`src/rtl/xbus_pkg.sv`:
```
package xbus_pkg;

    typedef enum logic [1:0] {
        ST_IDLE,
        ST_ACCESS,
        ST_DONE,
        ST_REJECT
    } bus_state_e;

    // Control word of one region; field positions are software visible.
    typedef struct packed {
        logic [3:0] wait_f;
        logic       sync;
        logic       wr_en;
        logic [1:0] width;
    } region_cfg_t;

    localparam logic [7:0]  REGION_CFG_RST = 8'hF0;
    localparam logic [15:0] UNLOCK_KEY     = 16'hA05F;

    // Beat length in cycles: field + 2, saturating at 16.
    function automatic logic [4:0] wait_len(input logic [3:0] f);
        if (f >= 4'd14) return 5'd16;
        return {1'b0, f} + 5'd2;
    endfunction

    // log2 of the beat size in bytes.
    function automatic logic [1:0] width_log2(input logic [1:0] code);
        case (code)
            2'b00:   return 2'd0;
            2'b01:   return 2'd1;
            default: return 2'd2;
        endcase
    endfunction

endpackage

```
`src/rtl/xbus_cfg_regs.sv`:
```
module xbus_cfg_regs
    import xbus_pkg::*;
#(
    parameter int              NUM_CS   = 4,
    parameter int              CFG_AW   = 6,
    parameter int              CFG_DW   = 16,
    parameter logic [CFG_AW-1:0] LOCK_OFS = 6'h20
) (
    input  logic                       clk,
    input  logic                       rst_n,
    input  logic                       cfg_en,
    input  logic                       cfg_we,
    input  logic [CFG_AW-1:0]          cfg_addr,
    input  logic [CFG_DW-1:0]          cfg_wdata,
    output logic [CFG_DW-1:0]          cfg_rdata,
    output region_cfg_t [NUM_CS-1:0]   region_cfg
);

    logic locked_q;
    logic wr_hit;

    assign wr_hit = cfg_en && cfg_we;

    always_ff @(posedge clk or negedge rst_n) begin
        if (!rst_n)
            locked_q <= 1'b1;
        else if (wr_hit && cfg_addr == LOCK_OFS)
            locked_q <= (cfg_wdata != UNLOCK_KEY);
    end

    for (genvar g = 0; g < NUM_CS; g++) begin : g_region
        localparam logic [CFG_AW-1:0] OFS = CFG_AW'(g * 4);
        always_ff @(posedge clk or negedge rst_n) begin
            if (!rst_n)
                region_cfg[g] <= region_cfg_t'(REGION_CFG_RST);
            else if (wr_hit && !locked_q && cfg_addr == OFS)
                region_cfg[g] <= region_cfg_t'(cfg_wdata[7:0]);
        end
    end

    always_comb begin
        cfg_rdata = '0;
        if (cfg_addr == LOCK_OFS)
            cfg_rdata = {{(CFG_DW-1){1'b0}}, locked_q};
        for (int i = 0; i < NUM_CS; i++) begin
            if (cfg_addr == CFG_AW'(i * 4))
                cfg_rdata = {{(CFG_DW-8){1'b0}}, region_cfg[i]};
        end
    end

endmodule

```
`src/rtl/xbus_access_fsm.sv`:
```
module xbus_access_fsm
    import xbus_pkg::*;
#(
    parameter int NUM_CS = 4,
    parameter int ADDR_W = 28,
    parameter int DATA_W = 32
) (
    input  logic                      clk,
    input  logic                      rst_n,
    input  region_cfg_t [NUM_CS-1:0]  region_cfg,
    input  logic                      req_valid,
    input  logic                      req_write,
    input  logic [ADDR_W-1:0]         req_addr,
    input  logic [DATA_W-1:0]         req_wdata,
    output logic                      req_ready,
    output logic                      req_err,
    output logic [DATA_W-1:0]         req_rdata,
    output logic [NUM_CS-1:0]         mem_cs,
    output logic                      mem_oe,
    output logic                      mem_we,
    output logic                      mem_sync,
    output logic [ADDR_W-1:0]         mem_addr,
    output logic [DATA_W-1:0]         mem_wdata,
    input  logic [DATA_W-1:0]         mem_din
);

    localparam int SEL_W     = $clog2(NUM_CS);
    localparam int NUM_BYTES = DATA_W / 8;
    localparam int LANE_W    = $clog2(NUM_BYTES);

    bus_state_e          state_q, state_d;
    region_cfg_t         cfg_q, cfg_in;
    logic [SEL_W-1:0]    sel_q, sel_in;
    logic                write_q;
    logic [ADDR_W-1:0]   base_q;
    logic [DATA_W-1:0]   wdata_q, rdata_q, rd_merge;
    logic [4:0]          cnt_q;
    logic [LANE_W-1:0]   beat_q, lane_ofs, last_beat, lane_idx;
    logic [1:0]          lg;
    logic                beat_end, last_end;

    assign sel_in    = req_addr[ADDR_W-1 -: SEL_W];
    assign cfg_in    = region_cfg[sel_in];
    assign lg        = width_log2(cfg_q.width);
    assign lane_ofs  = LANE_W'(beat_q << lg);
    assign last_beat = LANE_W'((NUM_BYTES >> lg) - 1);
    assign beat_end  = (cnt_q == wait_len(cfg_q.wait_f) - 5'd1);
    assign last_end  = beat_end && (beat_q == last_beat);

    assign mem_addr  = base_q + ADDR_W'(lane_ofs);
    assign mem_wdata = wdata_q >> {lane_ofs, 3'b000};
    assign req_rdata = rdata_q;

    // Place the device lanes of the current beat into the result word.
    always_comb begin
        rd_merge = rdata_q;
        lane_idx = '0;
        for (int i = 0; i < NUM_BYTES; i++) begin
            lane_idx = lane_ofs + LANE_W'(i);
            if (i < (1 << lg))
                rd_merge[8*lane_idx +: 8] = mem_din[8*i +: 8];
        end
    end

    // State register.
    always_ff @(posedge clk or negedge rst_n) begin
        if (!rst_n) state_q <= ST_IDLE;
        else        state_q <= state_d;
    end

    // Next state and outputs.
    always_comb begin
        state_d   = state_q;
        req_ready = 1'b0;
        req_err   = 1'b0;
        mem_cs    = '0;
        mem_oe    = 1'b0;
        mem_we    = 1'b0;
        mem_sync  = 1'b0;
        unique case (state_q)
            ST_IDLE: begin
                if (req_valid)
                    state_d = (req_write && !cfg_in.wr_en) ? ST_REJECT : ST_ACCESS;
            end
            ST_ACCESS: begin
                mem_cs   = NUM_CS'(1) << sel_q;
                mem_oe   = !write_q;
                mem_we   = write_q;
                mem_sync = cfg_q.sync;
                if (last_end) state_d = ST_DONE;
            end
            ST_DONE: begin
                req_ready = 1'b1;
                state_d   = ST_IDLE;
            end
            ST_REJECT: begin
                req_ready = 1'b1;
                req_err   = 1'b1;
                state_d   = ST_IDLE;
            end
            default: state_d = ST_IDLE;
        endcase
    end

    // Request capture, beat and wait counters, read assembly.
    always_ff @(posedge clk or negedge rst_n) begin
        if (!rst_n) begin
            cfg_q   <= region_cfg_t'(REGION_CFG_RST);
            sel_q   <= '0;
            write_q <= 1'b0;
            base_q  <= '0;
            wdata_q <= '0;
            rdata_q <= '0;
            cnt_q   <= '0;
            beat_q  <= '0;
        end else if (state_q == ST_IDLE && req_valid) begin
            cfg_q   <= cfg_in;
            sel_q   <= sel_in;
            write_q <= req_write;
            base_q  <= req_addr;
            wdata_q <= req_wdata;
            rdata_q <= '0;
            cnt_q   <= '0;
            beat_q  <= '0;
        end else if (state_q == ST_ACCESS) begin
            if (beat_end) begin
                cnt_q  <= '0;
                beat_q <= beat_q + LANE_W'(1);
                if (!write_q) rdata_q <= rd_merge;
            end else begin
                cnt_q <= cnt_q + 5'd1;
            end
        end
    end

endmodule

```
`src/rtl/xbus_csel_ctrl.sv`:
```
module xbus_csel_ctrl
    import xbus_pkg::*;
#(
    parameter int NUM_CS = 4,
    parameter int ADDR_W = 28,
    parameter int DATA_W = 32,
    parameter int CFG_AW = 6,
    parameter int CFG_DW = 16
) (
    input  logic              clk,
    input  logic              rst_n,
    input  logic              cfg_en,
    input  logic              cfg_we,
    input  logic [CFG_AW-1:0] cfg_addr,
    input  logic [CFG_DW-1:0] cfg_wdata,
    output logic [CFG_DW-1:0] cfg_rdata,
    input  logic              req_valid,
    input  logic              req_write,
    input  logic [ADDR_W-1:0] req_addr,
    input  logic [DATA_W-1:0] req_wdata,
    output logic              req_ready,
    output logic              req_err,
    output logic [DATA_W-1:0] req_rdata,
    output logic [NUM_CS-1:0] mem_cs,
    output logic              mem_oe,
    output logic              mem_we,
    output logic              mem_sync,
    output logic [ADDR_W-1:0] mem_addr,
    output logic [DATA_W-1:0] mem_wdata,
    input  logic [DATA_W-1:0] mem_din
);

    region_cfg_t [NUM_CS-1:0] region_cfg;

    xbus_cfg_regs #(
        .NUM_CS (NUM_CS),
        .CFG_AW (CFG_AW),
        .CFG_DW (CFG_DW)
    ) u_regs (
        .clk        (clk),
        .rst_n      (rst_n),
        .cfg_en     (cfg_en),
        .cfg_we     (cfg_we),
        .cfg_addr   (cfg_addr),
        .cfg_wdata  (cfg_wdata),
        .cfg_rdata  (cfg_rdata),
        .region_cfg (region_cfg)
    );

    xbus_access_fsm #(
        .NUM_CS (NUM_CS),
        .ADDR_W (ADDR_W),
        .DATA_W (DATA_W)
    ) u_fsm (
        .clk        (clk),
        .rst_n      (rst_n),
        .region_cfg (region_cfg),
        .req_valid  (req_valid),
        .req_write  (req_write),
        .req_addr   (req_addr),
        .req_wdata  (req_wdata),
        .req_ready  (req_ready),
        .req_err    (req_err),
        .req_rdata  (req_rdata),
        .mem_cs     (mem_cs),
        .mem_oe     (mem_oe),
        .mem_we     (mem_we),
        .mem_sync   (mem_sync),
        .mem_addr   (mem_addr),
        .mem_wdata  (mem_wdata),
        .mem_din    (mem_din)
    );

endmodule

```
`config.mk`:
```
export PLATFORM = sky130hd
export DESIGN_NAME = xbus_csel_ctrl
export DESIGN_NICKNAME = d
export VERILOG_FILES = /design/src/rtl/xbus_pkg.sv /design/src/rtl/xbus_cfg_regs.sv /design/src/rtl/xbus_access_fsm.sv /design/src/rtl/xbus_csel_ctrl.sv
export SDC_FILE = /design/constraint.sdc
export NUM_CORES = 1
export LEC_CHECK = 0
export ABC_AREA = 1
export BUFFER_PORTS_ARGS = -buffer_cell sky130_fd_sc_hd__buf_2
export CORE_MARGIN = 1
export CORE_UTILIZATION = 35
export CTS_BUF_LIST = sky130_fd_sc_hd__clkbuf_2
export DETAILED_ROUTE_END_ITERATION = 16
export PLACE_DENSITY_LB_ADDON = 0.2
export REMOVE_ABC_BUFFERS = 1
export SYNTH_ARGS = -nofsm -noshare
export SYNTH_HDL_FRONTEND = slang
export SYNTH_SLANG_ARGS = --single-unit
```
`constraint.sdc`:
```
create_clock -name clk -period 4.4 [get_ports clk]
set_input_delay 0.88 -clock clk [delete_from_list [all_inputs] [get_ports clk]]
set_output_delay 0.88 -clock clk [all_outputs]
set_load 0.005 [all_outputs]
```
==> flow_summary.yaml, run 1 <==
run_status:
  outcome: "finished clean"
critical_path:
  slowest_stage: "sky130_fd_sc_hd__dfrtp_1"
  critPathMaxFanout: 4
  crit_path_launch_type: "flop"
  cp.required_ns: 3.52
  critical_path.max_stage_delay_ns: 0.48
  path_class: "flop to output pin"
  worst_setup_ep_type: "output pin"
  cp_data_arrival_time_ns: 3.11
  critical-path-top-delay-family: "simple AND/OR/NAND/NOR gates"
  cp_bufs_invs: 3
  critical_path.cell_chain: "nor2_1 > nor2_1 > nand2_1 > inv_1 > ha_1 > nand2_1 > nand2_1 > nand4_1 > nor2_2 > nand4_1 > inv_1 > nand3_1 > xnor2_1 > buf_2"
  critical_path.most_common_cell: "sky130_fd_sc_hd__nand2_1"
synthesis:
  synth_top_cells_by_count: "430 x sky130_fd_sc_hd__nand2_1, 133 x sky130_fd_sc_hd__o21ai_0, 121 x sky130_fd_sc_hd__dfrtp_1, 107 x sky130_fd_sc_hd__nor2_1, 105 x sky130_fd_sc_hd__inv_1"
  syn-mean-instance-area_um2: 7.02
  yosys.area_share.xor_xnor: 0.0280
  cell_area_after_technology_mapping_um2: 8750
  syn-instance-count: 1246
  synth_simple_gate_area_frac: 0.328
  unique_masters_post_synth: 41
  main_synth_ff_type: "sky130_fd_sc_hd__dfrtp_1"
  yosys_register_bits: 142
  yosysWarnings: 0
  synth.area.top_cells: "sky130_fd_sc_hd__dfrtp_1 35%, sky130_fd_sc_hd__nand2_1 18%, sky130_fd_sc_hd__o21ai_0 7.6%, sky130_fd_sc_hd__dfstp_2 6.3%, sky130_fd_sc_hd__nor2_1 4.6%"
  muxShareOfSynthArea: 0.00572
  seq_area_frac_synth: 0.409
  synthDominantCellAreaShare: 0.346
  synth_compound_area_frac: 0.128
  synth_top_family_by_area: "simple AND/OR/NAND/NOR gates"
  synth_adder_area_share: 0.0209
  yosys.cell_count.top_type: "sky130_fd_sc_hd__nand2_1"
  async_set_or_reset_register_ratio_after_synthesis: 1.00
  synth_edf_count: 0
  netlist.top_cell.by_area: "sky130_fd_sc_hd__dfrtp_1"
clock_network:
  clock_latency_ns: 0.69
  worst_path_clk_slew_ns: 0.24
  clock_tree.htree_level_count: 4
  root_buffer: "sky130_fd_sc_hd__clkbuf_2"
  numClockSinks: 142
  clk_path_buf_depth: 2
  ctsHoldBuffers: 0
  cts_buffers: 17
  clock_tree_from_tritoncts: "done"
placement:
  routabilityCongestion: 0.915
  detailed_placement_wirelength_estimate_mm: 19.2
  place_ws_ns: 0.927
  placedInstanceArea_um2: 10100
  place.port_buffers: 228
global_routing:
  gr-usage-all-layers: 0.211
  grt_pass1_wl_mm: 43.3
  grt_ovf: 0
  largest_net_degree_at_the_start_of_global_routing: 98
  grt_antenna_before_repair: 2
  grt_pass1_vias: 8229
final_layout:
  final_core_util: 0.425
  post_layout_inst_area_um2: 10400
  drive_gt1_frac: 0.217
  layout.nets: 1585
  layout-area-overhead-vs-synth_pct: 18.6
drt:
  route.final.wire_length_mm: 26.7
  via_count: 8789
  drc: 0
  drt_first_pass_iters: 7
  postRouteAntennaNets: 0
  detail_route.iter0.violations: 563
  route.detailed.wl_per_inst_um: 14.9
  viasPerCell: 4.91
timing:
  slew_limit_fails: 0
  maxClockFrequency_ghz: 0.251
  skew_ns: 0.0375
  final-setup-viol-count: 0
  maxSlewHeadroom: 0.348
  transition_at_the_pin_with_the_smallest_max_transition_slack_ns: 0.971
  final_period_utilization: 0.907
  finalHoldViolations: 0
  fin_ws_ns: 0.410
  final.setup.tns_ns: 0
  period_minus_slack_ns: 3.99
floorplanning:
  fp-row-count: 57
  initial_core_util: 0.359
  core_region_area_um2: 24400
  die-height_um: 160
  die_footprint_um2: 25600
  boundaryPins: 237
  dieWidth_um: 160
worst_hold_path:
  hold_path.class: "primary input to asynchronous set/reset pin"
pwr:
  p_leak_nw: 5.44
  ir_worst_vdd_mv: 0.247
  powerDensity_nw_per_um2: 662
  total_power_of_the_final_layout_mw: 6.87
job:
  cap_violations: 0
## final cells by class
type	count	area, um^2
Antenna cell	2	5.00
Clock buffer	18	90.1
Clock inverter	14	129
Fill cell	2646	14000
Inverter	112	420
Multi-Input combinational cell	941	4520
Sequential cell	142	3580
Tap cell	324	405
Timing Repair Buffer	237	1230
## metrics by stage
| step | instances | hold slack [ns] |
|---|---|---|
| 3_5_place_dp | 1754 | 0.460 |
| 3_3_place_gp | 1754 | 0.456 |
| 4_1_cts | 1786 | 0.164 |
| 6_report | 1790 | 0.206 |
| 5_1_grt | 1789 | 0.159 |
| 2_1_floorplan | 1195 | 0.442 |
## routing by layer
metal	wire length (um)	track usage	vias to the layer above
met5	0	0	-
met1	12300	0.280	4014
met2	12400	0.345	311
li1	-	-	4440
met4	376	0.0550	0
met3	1670	0.0473	24
## cell usage in the layout, fill, tap and decap left out, types with 18 or more instances in the layout
cell	count
sky130_fd_sc_hd__o21ai_0	133
sky130_fd_sc_hd__xor2_1	23
sky130_fd_sc_hd__dfrtp_1	120
sky130_fd_sc_hd__inv_1	105
sky130_fd_sc_hd__dfstp_2	21
sky130_fd_sc_hd__clkbuf_2	18
sky130_fd_sc_hd__nand2_1	430
sky130_fd_sc_hd__a21oi_1	35
sky130_fd_sc_hd__nand4_1	30
sky130_fd_sc_hd__nand3_1	77
sky130_fd_sc_hd__buf_2	227
sky130_fd_sc_hd__nor2_1	104
## worst paths after layout
kind | from | endpoint | slack [ns] | cells after the start
max | u_fsm.cfg_q[0] | mem_addr[19] | 0.41 | 14
max in group asynchronous | rst_n | u_regs.region_cfg[4] | 3.30 | 2
min | rst_n | u_fsm.base_q[14] | 0.21 | 1
min reg2reg | u_fsm.wdata_q[5] | u_fsm.wdata_q[5] | 0.51 | 2
min in group clk | req_wdata[29] | u_fsm.wdata_q[29] | 0.34 | 3
max reg2reg | u_fsm.cfg_q[1] | u_fsm.req_rdata[29] | 1.21 | 14
## sequential cells by signal, summed over array words and instances, names as in the netlist
signal,cells
u_fsm.req_rdata,32
u_fsm.cfg_q,7
u_fsm.cnt_q,5
u_fsm.write_q,1
u_fsm.state_q,2
u_fsm.base_q,28
u_regs.locked_q,1
u_regs.region_cfg,32
u_fsm.beat_q,2
u_fsm.wdata_q,32
## report_power, final
part | switching (mW) | leakage, nW | total (mW) | internal (mW)
clock | 0.536 | 0.144 | 0.755 | 0.219
combinational | 2.46 | 3.52 | 3.86 | 1.40
sequential | 0.447 | 1.78 | 2.26 | 1.81
## cell families (layout without fill, tap and decap cells)
kind of cell,count (synthesis),after routing
AOI/OAI and AO/OA,206,206
xor gates and xnor gates,28,28
and+or+nand+nor,680,680
adders and majority gates,14,14
other,1,10
buffers and inverters,170,381
muxes,5,5
DFF,142,142
## timing repair
item	in CTS	in global routing
setup endpoints to repair	0	8
resized for setup	0	5
buffers inserted	0	2
(Power assumes the default switching activity.)
==> run 2: changes to the inputs <==
--- a/config.mk
+++ b/config.mk
@@ -6,13 +6,14 @@
 export NUM_CORES = 1
 export LEC_CHECK = 0
 export ABC_AREA = 1
-export BUFFER_PORTS_ARGS = -buffer_cell sky130_fd_sc_hd__buf_2
+export BUFFER_PORTS_ARGS = -buffer_cell sky130_fd_sc_hd__clkbuf_2
 export CORE_MARGIN = 1
 export CORE_UTILIZATION = 35
 export CTS_BUF_LIST = sky130_fd_sc_hd__clkbuf_2
 export DETAILED_ROUTE_END_ITERATION = 16
 export PLACE_DENSITY_LB_ADDON = 0.2
 export REMOVE_ABC_BUFFERS = 1
+export SKIP_LAST_GASP = 1
 export SYNTH_ARGS = -nofsm -noshare
 export SYNTH_HDL_FRONTEND = slang
 export SYNTH_SLANG_ARGS = --single-unit
==> constraint.sdc (replaced) <==
create_clock -name clk -period 5.06 [get_ports clk]
set_input_delay 1.012 -clock clk [delete_from_list [all_inputs] [get_ports clk]]
set_output_delay 1.012 -clock clk [all_outputs]
set_load 0.005 [all_outputs]
==> run 2 against run 1 <==
  * Sequential power fell by 13%
  * First-iteration DRC count rose by 2.1%
  * Combinational power fell by 13%
  * Cell count fell by 0.17%
  * Largest power group unchanged
  * Core utilization rose by 0.067 points
  * Register-to-register slack improved by 0.57 ns
  * Critical path depth fell by 2
==> flow_summary.yaml, run 2 (synthesized netlist as in run 1, its figures left out) <==
run_status:
  outcome: "finished clean"
final_layout:
  layout.nets: 1583
  nFillCells: 2648
  fin_cells: 1787
  drive_gt1_frac: 0.213
  most_frequent_cells_in_the_layout: "430 x sky130_fd_sc_hd__nand2_1, 246 x sky130_fd_sc_hd__clkbuf_2, 133 x sky130_fd_sc_hd__o21ai_0"
  final_core_util: 0.426
  layout-area-overhead-vs-synth_pct: 18.8
  post_layout_inst_area_um2: 10400
  final_common_cell: "sky130_fd_sc_hd__nand2_1"
floorplanning:
  fp-row-count: 57
  dieWidth_um: 160
  die_footprint_um2: 25600
  core_region_area_um2: 24400
  boundaryPins: 237
  die-height_um: 160
  initial_core_util: 0.359
placement:
  placedInstanceArea_um2: 10100
  place_inst: 1754
  routabilityCongestion: 0.914
  place.port_buffers: 228
  detailed_placement_wirelength_estimate_mm: 19.5
critical_path:
  worst_r2r_path_depth: 14
  critPathMaxFanout: 9
  flop2flop_setup_slack_ns: 1.78
  critical_path.max_stage_delay_ns: 0.55
  cp_data_arrival_time_ns: 3.44
  slowest_stage: "sky130_fd_sc_hd__dfrtp_1"
  cp.required_ns: 4.05
  crit_path_launch_type: "flop"
  reg2reg_from: "u_fsm.cfg_q[1]"
  path_class: "flop to output pin"
  cp_bufs_invs: 3
  r2r_end: "u_fsm.req_rdata[29]"
  critical_path.cell_chain: "nor2_4 > nand2_2 > inv_1 > ha_1 > fa_1 > inv_1 > nor3_1 > nand4_1 > nor3_1 > nand3_1 > xnor2_1 > clkbuf_2"
  worst_setup_ep_type: "output pin"
  critical-path-top-delay-family: "simple AND/OR/NAND/NOR gates"
timing:
  transition_at_the_pin_with_the_smallest_max_transition_slack_ns: 0.953
  slew_limit_fails: 0
  maxSlewHeadroom: 0.364
  skew_ns: 0.0413
  grt_setup_unrepaired: "false"
  final_period_utilization: 0.879
  finalHoldViolations: 0
  final-setup-viol-count: 0
  period_minus_slack_ns: 4.45
  maxClockFrequency_ghz: 0.225
pwr:
  p_leak_nw: 5.44
  ir_worst_vdd_mv: 0.213
  powerDensity_nw_per_um2: 588
global_routing:
  largest_net_degree_at_the_start_of_global_routing: 98
  grt_antenna_before_repair: 2
  grt_pass1_wl_mm: 43.4
  grt_ovf: 0
  gr-usage-all-layers: 0.210
  grt_pass1_vias: 8420
drt:
  detail_route.iter0.violations: 575
  drt_first_pass_iters: 5
  via_count: 8771
  route.detailed.wl_per_inst_um: 14.9
  route.final.wire_length_mm: 26.6
  postRouteAntennaNets: 0
  viasPerCell: 4.91
  drc: 0
clock_network:
  clock_tree.htree_level_count: 4
  root_buffer: "sky130_fd_sc_hd__clkbuf_2"
  ctsHoldBuffers: 0
  cts.repair.resized: 0
  numClockSinks: 142
  worst_path_clk_slew_ns: 0.24
  clock_latency_ns: 0.70
  clock_tree_from_tritoncts: "done"
  postCtsSetupBuffers: 0
  cts_buffers: 17
  clk_path_buf_depth: 2
job:
  cap_violations: 0
worst_hold_path:
  hold_path.class: "primary input to asynchronous set/reset pin"
==> run 2: area by class of cell <==
class	count	area (um^2)	area share
multi-input combinational	941	4500	0.433
sequential	142	3580	0.344
timing repair buffer	235	1200	0.115
inverter	112	420	0.0405
tap	324	405	0.0390
clock inverter	13	186	0.0179
clock buffer	19	95.1	0.00915
antenna	1	2.50	0.000241
==> run 2: power breakdown <==
part | internal [mW] | switching, mW
Sequential | 1.57 | 0.395
Combinational | 1.21 | 2.15
Clock | 0.335 | 0.445
Total | 3.12 | 2.99
==> run 2: how the worst max path moves through the flow <==
stage | startpoint | end | slack [ns] | cells after the start
final | u_fsm.cfg_q[1] | mem_addr[22] | 0.61 | 12
after global routing | u_fsm.cfg_q[1] | mem_addr[22] | 0.14 | 12
after CTS | u_fsm.cfg_q[1] | mem_addr[22] | 0.46 | 12
after detailed placement | u_fsm.cfg_q[1] | mem_addr[22] | 1.32 | 12
after global placement | u_fsm.cfg_q[1] | mem_addr[22] | 1.49 | 12
after floorplan | req_valid | u_fsm.req_rdata[0] | -0.84 | 7
==> run 2: through the flow <==
step / power, mW / setup TNS [ns] / worst slack [ns] / hold slack (ns)
after detailed placement: 5.37 / 0 / 1.32 / 0.460
after CTS: 6.18 / 0 / 0.462 / 0.280
final: 6.11 / 0 / 0.611 / 0.321
after global routing: 6.71 / 0 / 0.142 / 0.279
after floorplan: 4.06 / -38.57 / -0.842 / 0.442
after global placement: 5.33 / 0 / 1.49 / 0.456
==> run 2: metal layers <==
metal	track usage	up-vias	routed length (um)
met3	0.0423	35	1580
met4	0.0576	2	459
li1	-	4425	-
met1	0.278	4009	12100
met5	0	-	11
met2	0.348	300	12500
